[config.mk]
export PLATFORM = sky130hd
export DESIGN_NAME = pwr_mode_ctrl
export DESIGN_NICKNAME = d
export VERILOG_FILES = /design/src/rtl/pmc_pkg.sv /design/src/rtl/pmc_sync.sv /design/src/rtl/pmc_bus_wake.sv /design/src/rtl/pmc_fsm.sv /design/src/rtl/pwr_mode_ctrl.sv
export SDC_FILE = /design/constraint.sdc
export NUM_CORES = 1
export LEC_CHECK = 0
export BUFFER_PORTS_ARGS = -buffer_cell sky130_fd_sc_hd__buf_2
export CAP_MARGIN = 20
export CORE_MARGIN = 2
export CORE_UTILIZATION = 58
export DETAILED_ROUTE_END_ITERATION = 7
export PLACE_DENSITY = 0.9
export SYNTH_ARGS = -nofsm -noshare
export SYNTH_HDL_FRONTEND = slang
export SYNTH_HIERARCHICAL = 1
export SYNTH_SLANG_ARGS = --single-unit
[constraint.sdc]
create_clock -name clk -period 3.8 [get_ports clk]
set_input_delay 0.57 -clock clk [delete_from_list [all_inputs] [get_ports clk]]
set_output_delay 0.57 -clock clk [all_outputs]
set_load 0.05 [all_outputs]
[src/rtl/pmc_pkg.sv]
package pmc_pkg;

    typedef enum logic [2:0] {
        PM_OFF      = 3'd0,
        PM_ON_PEND  = 3'd1,
        PM_ON_ARMED = 3'd2,
        PM_STANDBY  = 3'd3,
        PM_THERMAL  = 3'd4
    } pm_state_e;

    localparam int unsigned PMC_NUM_FLAGS = 5;
    localparam int unsigned PMC_IDX_BATT  = 0;
    localparam int unsigned PMC_IDX_EN    = 1;
    localparam int unsigned PMC_IDX_BUS   = 2;
    localparam int unsigned PMC_IDX_OVT   = 3;
    localparam int unsigned PMC_IDX_COOL  = 4;

endpackage

[src/rtl/pmc_sync.sv]
module pmc_sync #(
    parameter int unsigned WIDTH  = 5,
    parameter int unsigned STAGES = 2
) (
    input  logic             clk,
    input  logic             rst_n,
    input  logic [WIDTH-1:0] async_i,
    output logic [WIDTH-1:0] sync_o
);
    logic [WIDTH-1:0] chain_q [STAGES];

    genvar g;
    generate
        for (g = 0; g < STAGES; g++) begin : g_stage
            if (g == 0) begin : g_first
                always_ff @(posedge clk or negedge rst_n) begin
                    if (!rst_n) chain_q[g] <= '0;
                    else        chain_q[g] <= async_i;
                end
            end else begin : g_next
                always_ff @(posedge clk or negedge rst_n) begin
                    if (!rst_n) chain_q[g] <= '0;
                    else        chain_q[g] <= chain_q[g-1];
                end
            end
        end
    endgenerate

    assign sync_o = chain_q[STAGES-1];
endmodule

[src/rtl/pmc_bus_wake.sv]
module pmc_bus_wake #(
    parameter int unsigned WAKE_TICKS = 45,
    localparam int unsigned CNT_W = (WAKE_TICKS < 2) ? 1 : $clog2(WAKE_TICKS)
) (
    input  logic clk,
    input  logic rst_n,
    input  logic tick_i,
    input  logic watch_i,
    input  logic bus_i,
    output logic wake_o
);
    localparam logic [CNT_W-1:0] LAST = CNT_W'(WAKE_TICKS - 1);

    logic             ref_q;
    logic [CNT_W-1:0] cnt_q;
    logic             wake_q;

    always_ff @(posedge clk or negedge rst_n) begin
        if (!rst_n) begin
            ref_q  <= 1'b0;
            cnt_q  <= '0;
            wake_q <= 1'b0;
        end else begin
            wake_q <= 1'b0;
            if (!watch_i) begin
                ref_q <= bus_i;
                cnt_q <= '0;
            end else if (bus_i == ref_q) begin
                cnt_q <= '0;
            end else if (tick_i) begin
                if (cnt_q == LAST) begin
                    wake_q <= 1'b1;
                    cnt_q  <= '0;
                end else begin
                    cnt_q <= cnt_q + 1'b1;
                end
            end
        end
    end

    assign wake_o = wake_q;

    // the count never passes the last tick index
    p_cnt_bound_r6: assert property (@(posedge clk) disable iff (!rst_n)
        cnt_q <= LAST);

    // a wake is only raised on a tick edge
    p_wake_on_tick_r6: assert property (@(posedge clk) disable iff (!rst_n)
        $rose(wake_o) |-> $past(tick_i) && $past(watch_i));

    // a return to the entry level clears the count
    p_return_clears_r6: assert property (@(posedge clk) disable iff (!rst_n)
        (watch_i && bus_i == ref_q) |=> cnt_q == '0);
endmodule

[src/rtl/pmc_fsm.sv]
module pmc_fsm
    import pmc_pkg::*;
(
    input  logic clk,
    input  logic rst_n,
    input  logic batt_i,
    input  logic en_i,
    input  logic ovt_i,
    input  logic cool_i,
    input  logic wake_i,
    output logic standby_o,
    output logic reg_en_o,
    output logic bus_drv_en_o,
    output logic pd_strong_o,
    output logic rst_req_o
);
    pm_state_e st_q, st_d;
    logic      rst_req_q;
    logic      powered_q;

    always_comb begin
        st_d = st_q;
        if (!batt_i) begin
            st_d = PM_OFF;
        end else begin
            unique case (st_q)
                PM_OFF:      st_d = PM_ON_PEND;
                PM_ON_PEND:  if (ovt_i) st_d = PM_THERMAL;
                             else if (en_i) st_d = PM_ON_ARMED;
                PM_ON_ARMED: if (ovt_i) st_d = PM_THERMAL;
                             else if (!en_i) st_d = PM_STANDBY;
                PM_STANDBY:  if (en_i || wake_i) st_d = PM_ON_PEND;
                PM_THERMAL:  if (cool_i) st_d = PM_ON_PEND;
                default:     st_d = PM_OFF;
            endcase
        end
    end

    always_ff @(posedge clk or negedge rst_n) begin
        if (!rst_n) begin
            st_q      <= PM_OFF;
            rst_req_q <= 1'b0;
        end else begin
            st_q      <= st_d;
            rst_req_q <= (st_d == PM_ON_PEND) &&
                         (st_q != PM_ON_PEND) && (st_q != PM_ON_ARMED);
        end
    end

    always_comb begin
        powered_q    = 1'b0;
        standby_o    = 1'b0;
        unique case (st_q)
            PM_OFF:      powered_q = 1'b0;
            PM_ON_PEND:  powered_q = 1'b1;
            PM_ON_ARMED: powered_q = 1'b1;
            PM_STANDBY:  standby_o = 1'b1;
            PM_THERMAL:  powered_q = 1'b0;
            default:     powered_q = 1'b0;
        endcase
        reg_en_o     = powered_q;
        bus_drv_en_o = powered_q;
        pd_strong_o  = !powered_q;
    end

    assign rst_req_o = rst_req_q;

    // battery loss forces the regulator off on the next edge
    p_batt_loss_off_r9: assert property (@(posedge clk) disable iff (!rst_n)
        !batt_i |=> !reg_en_o && st_q == PM_OFF);

    // unarmed with enable low stays powered
    p_unarmed_holds_r2: assert property (@(posedge clk) disable iff (!rst_n)
        (st_q == PM_ON_PEND && batt_i && !en_i && !ovt_i) |=> reg_en_o);

    // overtemperature while powered shuts down
    p_ovt_shutdown_r7: assert property (@(posedge clk) disable iff (!rst_n)
        (reg_en_o && batt_i && ovt_i) |=> !reg_en_o && !bus_drv_en_o);

    // thermal state is left only through cool-down
    p_thermal_exit_r8: assert property (@(posedge clk) disable iff (!rst_n)
        (st_q == PM_THERMAL && batt_i && !cool_i) |=> st_q == PM_THERMAL);

    // restart request is a single-cycle pulse
    p_rst_pulse_r10: assert property (@(posedge clk) disable iff (!rst_n)
        rst_req_o |=> !rst_req_o);

    // the pulse follows a switch-on
    p_rst_on_rise_r10: assert property (@(posedge clk) disable iff (!rst_n)
        rst_req_o |-> reg_en_o && !$past(reg_en_o));
endmodule

[src/rtl/pwr_mode_ctrl.sv]
module pwr_mode_ctrl
    import pmc_pkg::*;
#(
    parameter int unsigned WAKE_TICKS  = 45,
    parameter int unsigned SYNC_STAGES = 2
) (
    input  logic clk,
    input  logic rst_n,
    input  logic tick,
    input  logic batt_ok_a,
    input  logic en_pin_a,
    input  logic bus_lvl_a,
    input  logic ovt_a,
    input  logic cool_a,
    output logic reg_en,
    output logic bus_drv_en,
    output logic pd_strong,
    output logic rst_req
);
    logic [PMC_NUM_FLAGS-1:0] flags_a;
    logic [PMC_NUM_FLAGS-1:0] flags_s;
    logic                     standby;
    logic                     wake;

    always_comb begin
        flags_a                = '0;
        flags_a[PMC_IDX_BATT]  = batt_ok_a;
        flags_a[PMC_IDX_EN]    = en_pin_a;
        flags_a[PMC_IDX_BUS]   = bus_lvl_a;
        flags_a[PMC_IDX_OVT]   = ovt_a;
        flags_a[PMC_IDX_COOL]  = cool_a;
    end

    pmc_sync #(
        .WIDTH  (PMC_NUM_FLAGS),
        .STAGES (SYNC_STAGES)
    ) u_sync (
        .clk     (clk),
        .rst_n   (rst_n),
        .async_i (flags_a),
        .sync_o  (flags_s)
    );

    pmc_bus_wake #(
        .WAKE_TICKS (WAKE_TICKS)
    ) u_wake (
        .clk     (clk),
        .rst_n   (rst_n),
        .tick_i  (tick),
        .watch_i (standby),
        .bus_i   (flags_s[PMC_IDX_BUS]),
        .wake_o  (wake)
    );

    pmc_fsm u_fsm (
        .clk          (clk),
        .rst_n        (rst_n),
        .batt_i       (flags_s[PMC_IDX_BATT]),
        .en_i         (flags_s[PMC_IDX_EN]),
        .ovt_i        (flags_s[PMC_IDX_OVT]),
        .cool_i       (flags_s[PMC_IDX_COOL]),
        .wake_i       (wake),
        .standby_o    (standby),
        .reg_en_o     (reg_en),
        .bus_drv_en_o (bus_drv_en),
        .pd_strong_o  (pd_strong),
        .rst_req_o    (rst_req)
    );

    // pull-down strength is the inverse of the regulator enable at the ports
    p_pd_select_r4: assert property (@(posedge clk) disable iff (!rst_n)
        pd_strong != reg_en);

    // the bus driver is never on while the regulator is off
    p_drv_needs_reg_r3: assert property (@(posedge clk) disable iff (!rst_n)
        bus_drv_en |-> reg_en);
endmodule

==> results of run 1 <==
-- worst max-delay path by stage --
stage | from | to | slack, ns
CTS | u_fsm/st_q[1] | reg_en | 1.80
floorplan | u_fsm/st_q[1] | pd_strong | 1.30
detailed placement | u_fsm/st_q[0] | reg_en | 2.15
finish | u_fsm/st_q[1] | reg_en | 1.82
global placement | u_fsm/st_q[1] | reg_en | 2.17
global route | u_fsm/st_q[1] | bus_drv_en | 1.69
-- cell type report --
class	count	share of cell area (%)
tap	16	1.98
sequential	22	54.3
timing repair buffer	11	5.43
clock buffer	4	3.58
multi-input combinational	52	32.8
inverter	5	1.85
-- synthesized netlist by cell type --
master / instances / share of area [%]
a21oi_1: 6 / 3.1
a311oi_1: 1 / 0.91
a31oi_1: 2 / 1.3
buf_4: 7 / 5.5
clkbuf_1: 1 / 0.39
dfrtp_1: 22 / 57
ha_1: 2 / 2.6
inv_1: 5 / 2.0
mux2_2: 1 / 1.2
mux2i_1: 1 / 1.0
nand2_1: 6 / 2.3
nand2b_1: 3 / 2.0
nand3_1: 2 / 1.0
nand3_2: 1 / 1.0
nand4_1: 2 / 1.3
nor2_1: 5 / 2.0
nor2b_1: 1 / 0.65
nor3_1: 3 / 1.6
nor3b_1: 1 / 0.78
nor4_1: 2 / 1.3
o211ai_1: 2 / 1.6
o21a_1: 3 / 2.3
o21ai_0: 1 / 0.52
o21bai_1: 1 / 0.78
o311a_1: 1 / 1.0
or2_2: 1 / 0.65
or3_2: 1 / 0.78
or3b_2: 1 / 0.91
or4b_1: 1 / 1.0
xor2_1: 1 / 0.91
-- sequential cells by signal, summed over array words and instances, names as in the netlist --
register and count:
u_wake/ref_q 1, u_wake/cnt_q 6, u_sync/chain_q 5, u_wake/wake_o 1, u_fsm/rst_req_o 1, u_fsm/st_q 3
u_sync/sync_o 5
-- worst max-delay path, delay by kind of cell, from the launching register on --
| kind | cells | cell delay, ns |
|---|---|---|
| flops | 1 | 0.43 |
| buf+inv | 1 | 0.30 |
| compound gates | 1 | 0.21 |
| simple gates | 1 | 0.19 |
-- per-stage QoR --
stage | hold WS [ns] | utilization (%) | instances
floorplan | 0.274 | - | 87
global placement | 0.331 | 64.1 | 106
detailed placement | 0.336 | 64.1 | 106
CTS | 0.211 | 66.5 | 110
global route | 0.220 | 66.5 | 110
finish | 0.197 | 66.5 | 110
-- per-layer routing --
metal	vias up	global-route usage, %
met5	-	0
met1	312	22.6
li1	312	-
met4	0	4.85
met2	29	27.8
met3	4	5.31
-- cells by family (layout without fill, tap and decap cells) --
| kind of cell | Yosys count | in the layout |
|---|---|---|
| multiplexers | 2 | 2 |
| AO/OA/AOI/OAI | 17 | 17 |
| adder cells (fa/ha/maj) | 2 | 2 |
| XOR/XNOR | 1 | 1 |
| buffers and inverters | 13 | 20 |
| AND/OR/NAND/NOR | 30 | 30 |
| flip-flops | 22 | 22 |
-- report_power, final --
| part | internal, mW | switching [mW] | leakage (nW) |
|---|---|---|---|
| clock | 0.0584 | 0.0629 | 0.0210 |
| sequential | 0.243 | 0.00678 | 0.278 |
| combinational | 0.0140 | 0.0350 | 0.151 |
==> summary.md, run 1 <==
| Metric | Value |
|---|---|
| Vias | `657` |
| GRT Total Usage | `17.3%` |
| Largest net degree at the start of global routing | `23` |
| Pre-Repair DR Iteration Count | `4` |
| Avg WL per Cell | `13.3 um` |
| Row cnt | `14` |
| First-pass GRT wire length | `about 2500 um` |
| Startpoint Class | `flop` |
| Share of cells above drive strength 1 | `21.3%` |
| Global route overflow | `0` |
| Synth Instances | `a little under 90` |
| Root buf cell | `clkbuf_4` |
| Multiplexer area fraction after synthesis | `2.22%` |
| Worst-path fanout max | `5` |
| Reg2Reg Depth | `5` |
| Slowest-stage cell, CP | `dfrtp_1` |
| Antenna cells | `0` |
| Min-delay worst type | `in2async` |
| Setup-failing EPs final | `0` |
| First-iteration detailed-routing DRC count | `23` |
| Multi-input gate area | `333 um2` |
| Final TNS setup | `0 ns` |
| YS warnings | `6` |
| Syn Std Cell Area | `between 900 and 1000 um2` |
| Die Wd | `44.7 um` |
| Final Skew | `0.00236 ns` |
| Avg Inst Size Synth | `11.0 um2` |
| GPL Wtd Cong | `0.821` |
| Synth cell types | `30` |
| Metal2 WL | `around 730 um` |
| Met1 wire length | `598 um` |
| RSZ-0062 raised after global routing | `false` |
| Sequential share of the synthesized area | `57.4%` |
| Antenna viol nets, final | `0` |
| Hpwl dp | `~1100 um` |
| Max_slew headroom | `70.3%` |
| Met3 Wirelength | `between 100 and 150 um` |
| Worst path cell trace | `nand2b_1, a21oi_1, buf_2` |
| Tot Pwr | `0.420 mW` |
| Max layer used | `met4` |
| Cell Area, Placed | `between 900 and 1000 um2` |
| Arrival @ worst endpoint | `1.41 ns` |
| FILL cells | `approximately 120` |
| Skew-Pair Late Insertion Delay | `0.29 ns` |
| Measured slew at the worst slew-check pin | `0.446 ns` |
| Synth Area in XOR/XNOR | `less than 1%` |
| Combinational family with the most area after synthesis | `simple AND/OR/NAND/NOR gates` |
| Commonest non-fill, non-tap cell in the layout | `dfrtp_1` |
| Post-route setup slack | `about 1.8 ns` |
| Vias in the first global route | `592` |
| Worst stage delay on the critical path | `0.43 ns` |
| Crit end category | `primary output` |
| Vias per inst | `5.97` |
| Max Clk Rate | `between 500 and 600 MHz` |
| RR Endpoint | `u_wake/cnt_q[4]` |
| Post-CTS Setup Bufs | `0` |
| Max-Cap Viols | `0` |
| CP Data Required Time | `between 3 and 4 ns` |
| Final WL | `1460 um` |
| Final nets | `105` |
| Max Buffers Root-to-Sink | `2` |
| #FFs+latches synth | `22` |
| Clk sinks | `22` |
| Leak | `0.450 nW` |
| CORE AREA | `1520 um2` |
| Die area | `1990 um2` |
| Worst r2r src | `u_wake/cnt_q[0]` |
| Worst slack, placed | `approximately 2.2 ns` |
| Antenna violations before repair | `0` |
| Layout area overhead | `5.74%` |
| Worst-path clk slew | `~0.11 ns` |
| CTS tree | `yes` |
| H-tree levels | `1` |
| Total CTS buffers | `3` |
| Status | `finished clean` |
| Post-CTS sizing | `0` |
| Syn nets | `97` |
| Part of the cycle the worst path needs | `52.1%` |
| Pwr dens | `415 nW/um2` |
| Starting Density | `between 60 and 70%` |
| Synth Area in Adders | `2.61%` |
| Synth Area in Simple Gates | `around 17%` |
| I/O Pins | `12` |
| Most frequent cells in the layout | `22 x dfrtp_1, 11 x buf_2, 6 x a21oi_1, 6 x nand2_1` |
| Crit Path Class | `reg2out` |
| Compound-cell area share of the yosys netlist | `a little under an eighth` |
| R2R Setup Slk | `between 2 and 2.5 ns` |
| Cell area after layout | `between 1000 and 1500 um2` |
| Hold Buf Count CTS | `0` |
| Tmin final | `between 1.5 and 2 ns` |
| Die Y | `~45 um` |
| DR DRC count | `0` |
| Final-report hold violation count | `0` |
| Register area | `551 um2` |
| Slew Limit Fails | `0` |
| Peak supply drop | `0.000320 V` |
| I/O Buffers | `11` |
(Power assumes the default switching activity.)
==> run 2, diff against run 1 <==
- ABC_AREA: default -> 1
- CORE_ASPECT_RATIO: default -> 1.5
- CORE_UTILIZATION: 58 -> 50
- PLACE_DENSITY: 0.9 -> 0.83
- clock period: 3.8 -> 1.67 ns (I/O delays scaled with it)
==> run 2 against run 1 <==
First-iteration DRC count rose by 48%. Critical path type unchanged. Sequential share of layout area decreased by 7.1 points. Synthesized area rose by 11%. Critical path depth increased by 1. Non-clock buffer count grew 1. Global-route usage shrank 1.7 points. Clock power grew to 3.3 times the previous value. Sequential power is 130% higher. Largest power group unchanged. Clock skew increased by 0.0044 ns. Utilization decreased by 9.0 points. Largest cell class unchanged.
==> summary.md, run 2 <==
| Metric | Value |
|---|---|
| Status | `finished clean` |
| #FFs+latches synth | `22` |
| Worst slack, placed | `0.333 ns` |
| Final nets | `approximately 150` |
| Final-report hold violation count | `0` |
| YS warnings | `6` |
| Layout area overhead | `9.40%` |
| Largest net degree at the start of global routing | `23` |
| Arrival @ worst endpoint | `1.30 ns` |
| I/O Pins | `12` |
| Avg Inst Size Synth | `8.38 um2` |
| Post-CTS sizing | `0` |
| Leak | `~0.60 nW` |
| Crit Path Class | `reg2out` |
| Synth Flop Type | `dfrtp_1` |
| Hold Buf Count CTS | `1` |
| Tmin final | `1.55 ns` |
| Synth area leaders | `dfrtp_1 52%, nand2_1 11%, inv_1 8.1%` |
| Most frequent cells in the layout | `31 x nand2_1, 23 x inv_1, 22 x dfrtp_1` |
| First-pass GRT wire length | `2900 um` |
| FILL cells | `175` |
| CP Data Required Time | `roughly 1.4 ns` |
| Post-route setup slack | `around 0.12 ns` |
| Slew Limit Fails | `0` |
| DR DRC count | `0` |
| Biggest register | `u_wake/cnt_q` |
| Top cell type's share of synthesized area | `51.7%` |
| Crit end category | `primary output` |
| Startpoint Class | `flop` |
| Synth cell types | `18` |
| Final WL | `1580 um` |
| Die Wd | `41.7 um` |
| Worst-path fanout max | `6` |
| Syn nets | `approximately 140` |
| Hpwl dp | `1190 um` |
| CORE AREA | `around 2000 um2` |
| Measured slew at the worst slew-check pin | `approximately 0.48 ns` |
| Vias per inst | `4.67` |
| H-tree levels | `1` |
| Row cnt | `20` |
| Syn Std Cell Area | `1060 um2` |
| Max-Cap Viols | `0` |
| Global route overflow | `0` |
| Commonest non-fill, non-tap cell in the layout | `nand2_1` |
| Max Buffers Root-to-Sink | `2` |
| Final TNS setup | `0 ns` |
| Final Skew | `0.00675 ns` |
| First-iteration detailed-routing DRC count | `34` |
| Top cells by count, synth | `31 x nand2_1, 23 x inv_1, 22 x dfrtp_1, 17 x nor2_1, 8 x nand3_1` |
| Skew-Pair Late Insertion Delay | `0.30 ns` |
| Vias | `approximately 740` |
| Share of cells above drive strength 1 | `18.2%` |
| Clk sinks | `22` |
| Die Y | `60.5 um` |
| Worst hold slack | `0.0467 ns` |
| Antenna cells | `0` |
| CTS tree | `yes` |
| Worst-path clk slew | `0.11 ns` |
| Die area | `between 2000 and 3000 um2` |
| Antenna viol nets, final | `0` |
| GPL Wtd Cong | `around 0.85` |
| Peak supply drop | `~0.00068 V` |
| Starting Density | `52.5%` |
| Pre-Repair DR Iteration Count | `5` |
| I/O Buffers | `11` |
| Post-CTS Setup Bufs | `0` |
| Root buf cell | `clkbuf_4` |
| Synth Instances | `between 100 and 150` |
| Setup-failing EPs final | `0` |
| Min-delay worst type | `in2reg` |
| Pwr dens | `978 nW/um2` |
| Max_slew headroom | `approximately two thirds` |
| Max Clk Rate | `646 MHz` |
| Max FFs per register | `6` |
| Asr flop ratio synth | `100%` |
| RSZ-0062 raised after global routing | `false` |
| Antenna violations before repair | `0` |
| Vias in the first global route | `717` |
| Yosys top cell by area | `dfrtp_1` |
| Most common cell in the netlist | `nand2_1` |
| Part of the cycle the worst path needs | `~90%` |
| Total CTS buffers | `3` |
| Post-synth EDFFs | `0` |
| GRT Total Usage | `15.6%` |
| Sequential share of the synthesized area | `51.7%` |
| Avg WL per Cell | `between 9 and 10 um` |
==> run 2: cell types whose count changed in the layout (fill, tap and decap cells not counted), sizes merged, moves of 3 or more <==
| cell | before | now |
|---|---|---|
| a21oi | 6 | 2 |
| inv | 5 | 25 |
| nand2 | 6 | 33 |
| nand2b | 3 | 0 |
| nand3 | 3 | 12 |
| nor2 | 5 | 19 |
| o21a | 3 | 0 |
==> run 2: worst paths after layout <==
path	start	endpoint	slack [ns]	depth (start not counted)
worst min-delay path	en_pin_a	u_sync/chain_q[6]	0.05	1
worst min register to register	u_sync/chain_q[7]	u_sync/sync_o[2]	0.35	0
max in group asynchronous	rst_n	u_sync/chain_q[7]	0.91	2
worst max register to register	u_fsm/st_q[2]	u_wake/cnt_q[4]	0.32	10
min in group asynchronous	rst_n	u_sync/sync_o[2]	0.43	2
worst max-delay path	u_fsm/st_q[0]	reg_en	0.12	4
==> run 2: routing by layer <==
metal	up-vias	share of wire, %	GRT usage, %	wire length (um)
li1	395	-	-	-
met1	334	44	17.0	693
met2	11	51	27.9	815
met3	2	3.2	2.98	50
met4	0	1.5	9.68	24
met5	-	0	0	0
==> run 2: report_power, final <==
part           switching, mW  internal, mW
clock                  0.156         0.242
sequential            0.0147         0.556
combinational          0.125        0.0442
==> run 2: worst max-delay path, stage by stage (launching register included) <==
cell     delay, ns
dfrtp_1       0.43
inv_1         0.10
nand3_2       0.10
nand2_4       0.11
buf_2         0.26
==> run 2: kinds of logic (layout without fill, tap and decap cells) <==
logic type               count (synthesis)  count (layout)  synth area share [%]
flip-flops                              22              22                  51.7
buffers and inverters                   31              41                  13.0
AO/OA/AOI/OAI                            6               6                  2.94
AND/OR/NAND/NOR                         66              66                  30.0
adder cells (fa/ha/maj)                  2               2                  2.35
==> run 2: layout make-up <==
type,count,area (um2),share of cell area [%]
well taps,22,27.5,2.36
clock buffers,3,22.5,1.93
inverters,25,93.8,8.06
clock inverters,1,30.0,2.58
repair buffers,12,65.1,5.59
flip-flops and latches,22,551,47.3
multi-input cells,74,375,32.2
==> run 2: stage by stage <==
| stage | power, mW | instance area [um2] | instances | util [%] |
|---|---|---|---|---|
| CTS | 1.16 | 1160 | 159 | 57.5 |
| floorplan | 0.718 | 1060 | 127 | - |
| global route | 1.19 | 1160 | 159 | 57.5 |
| global placement | 0.747 | 1100 | 154 | 54.4 |
| finish | 1.14 | 1160 | 159 | 57.5 |
| detailed placement | 0.752 | 1100 | 154 | 54.4 |
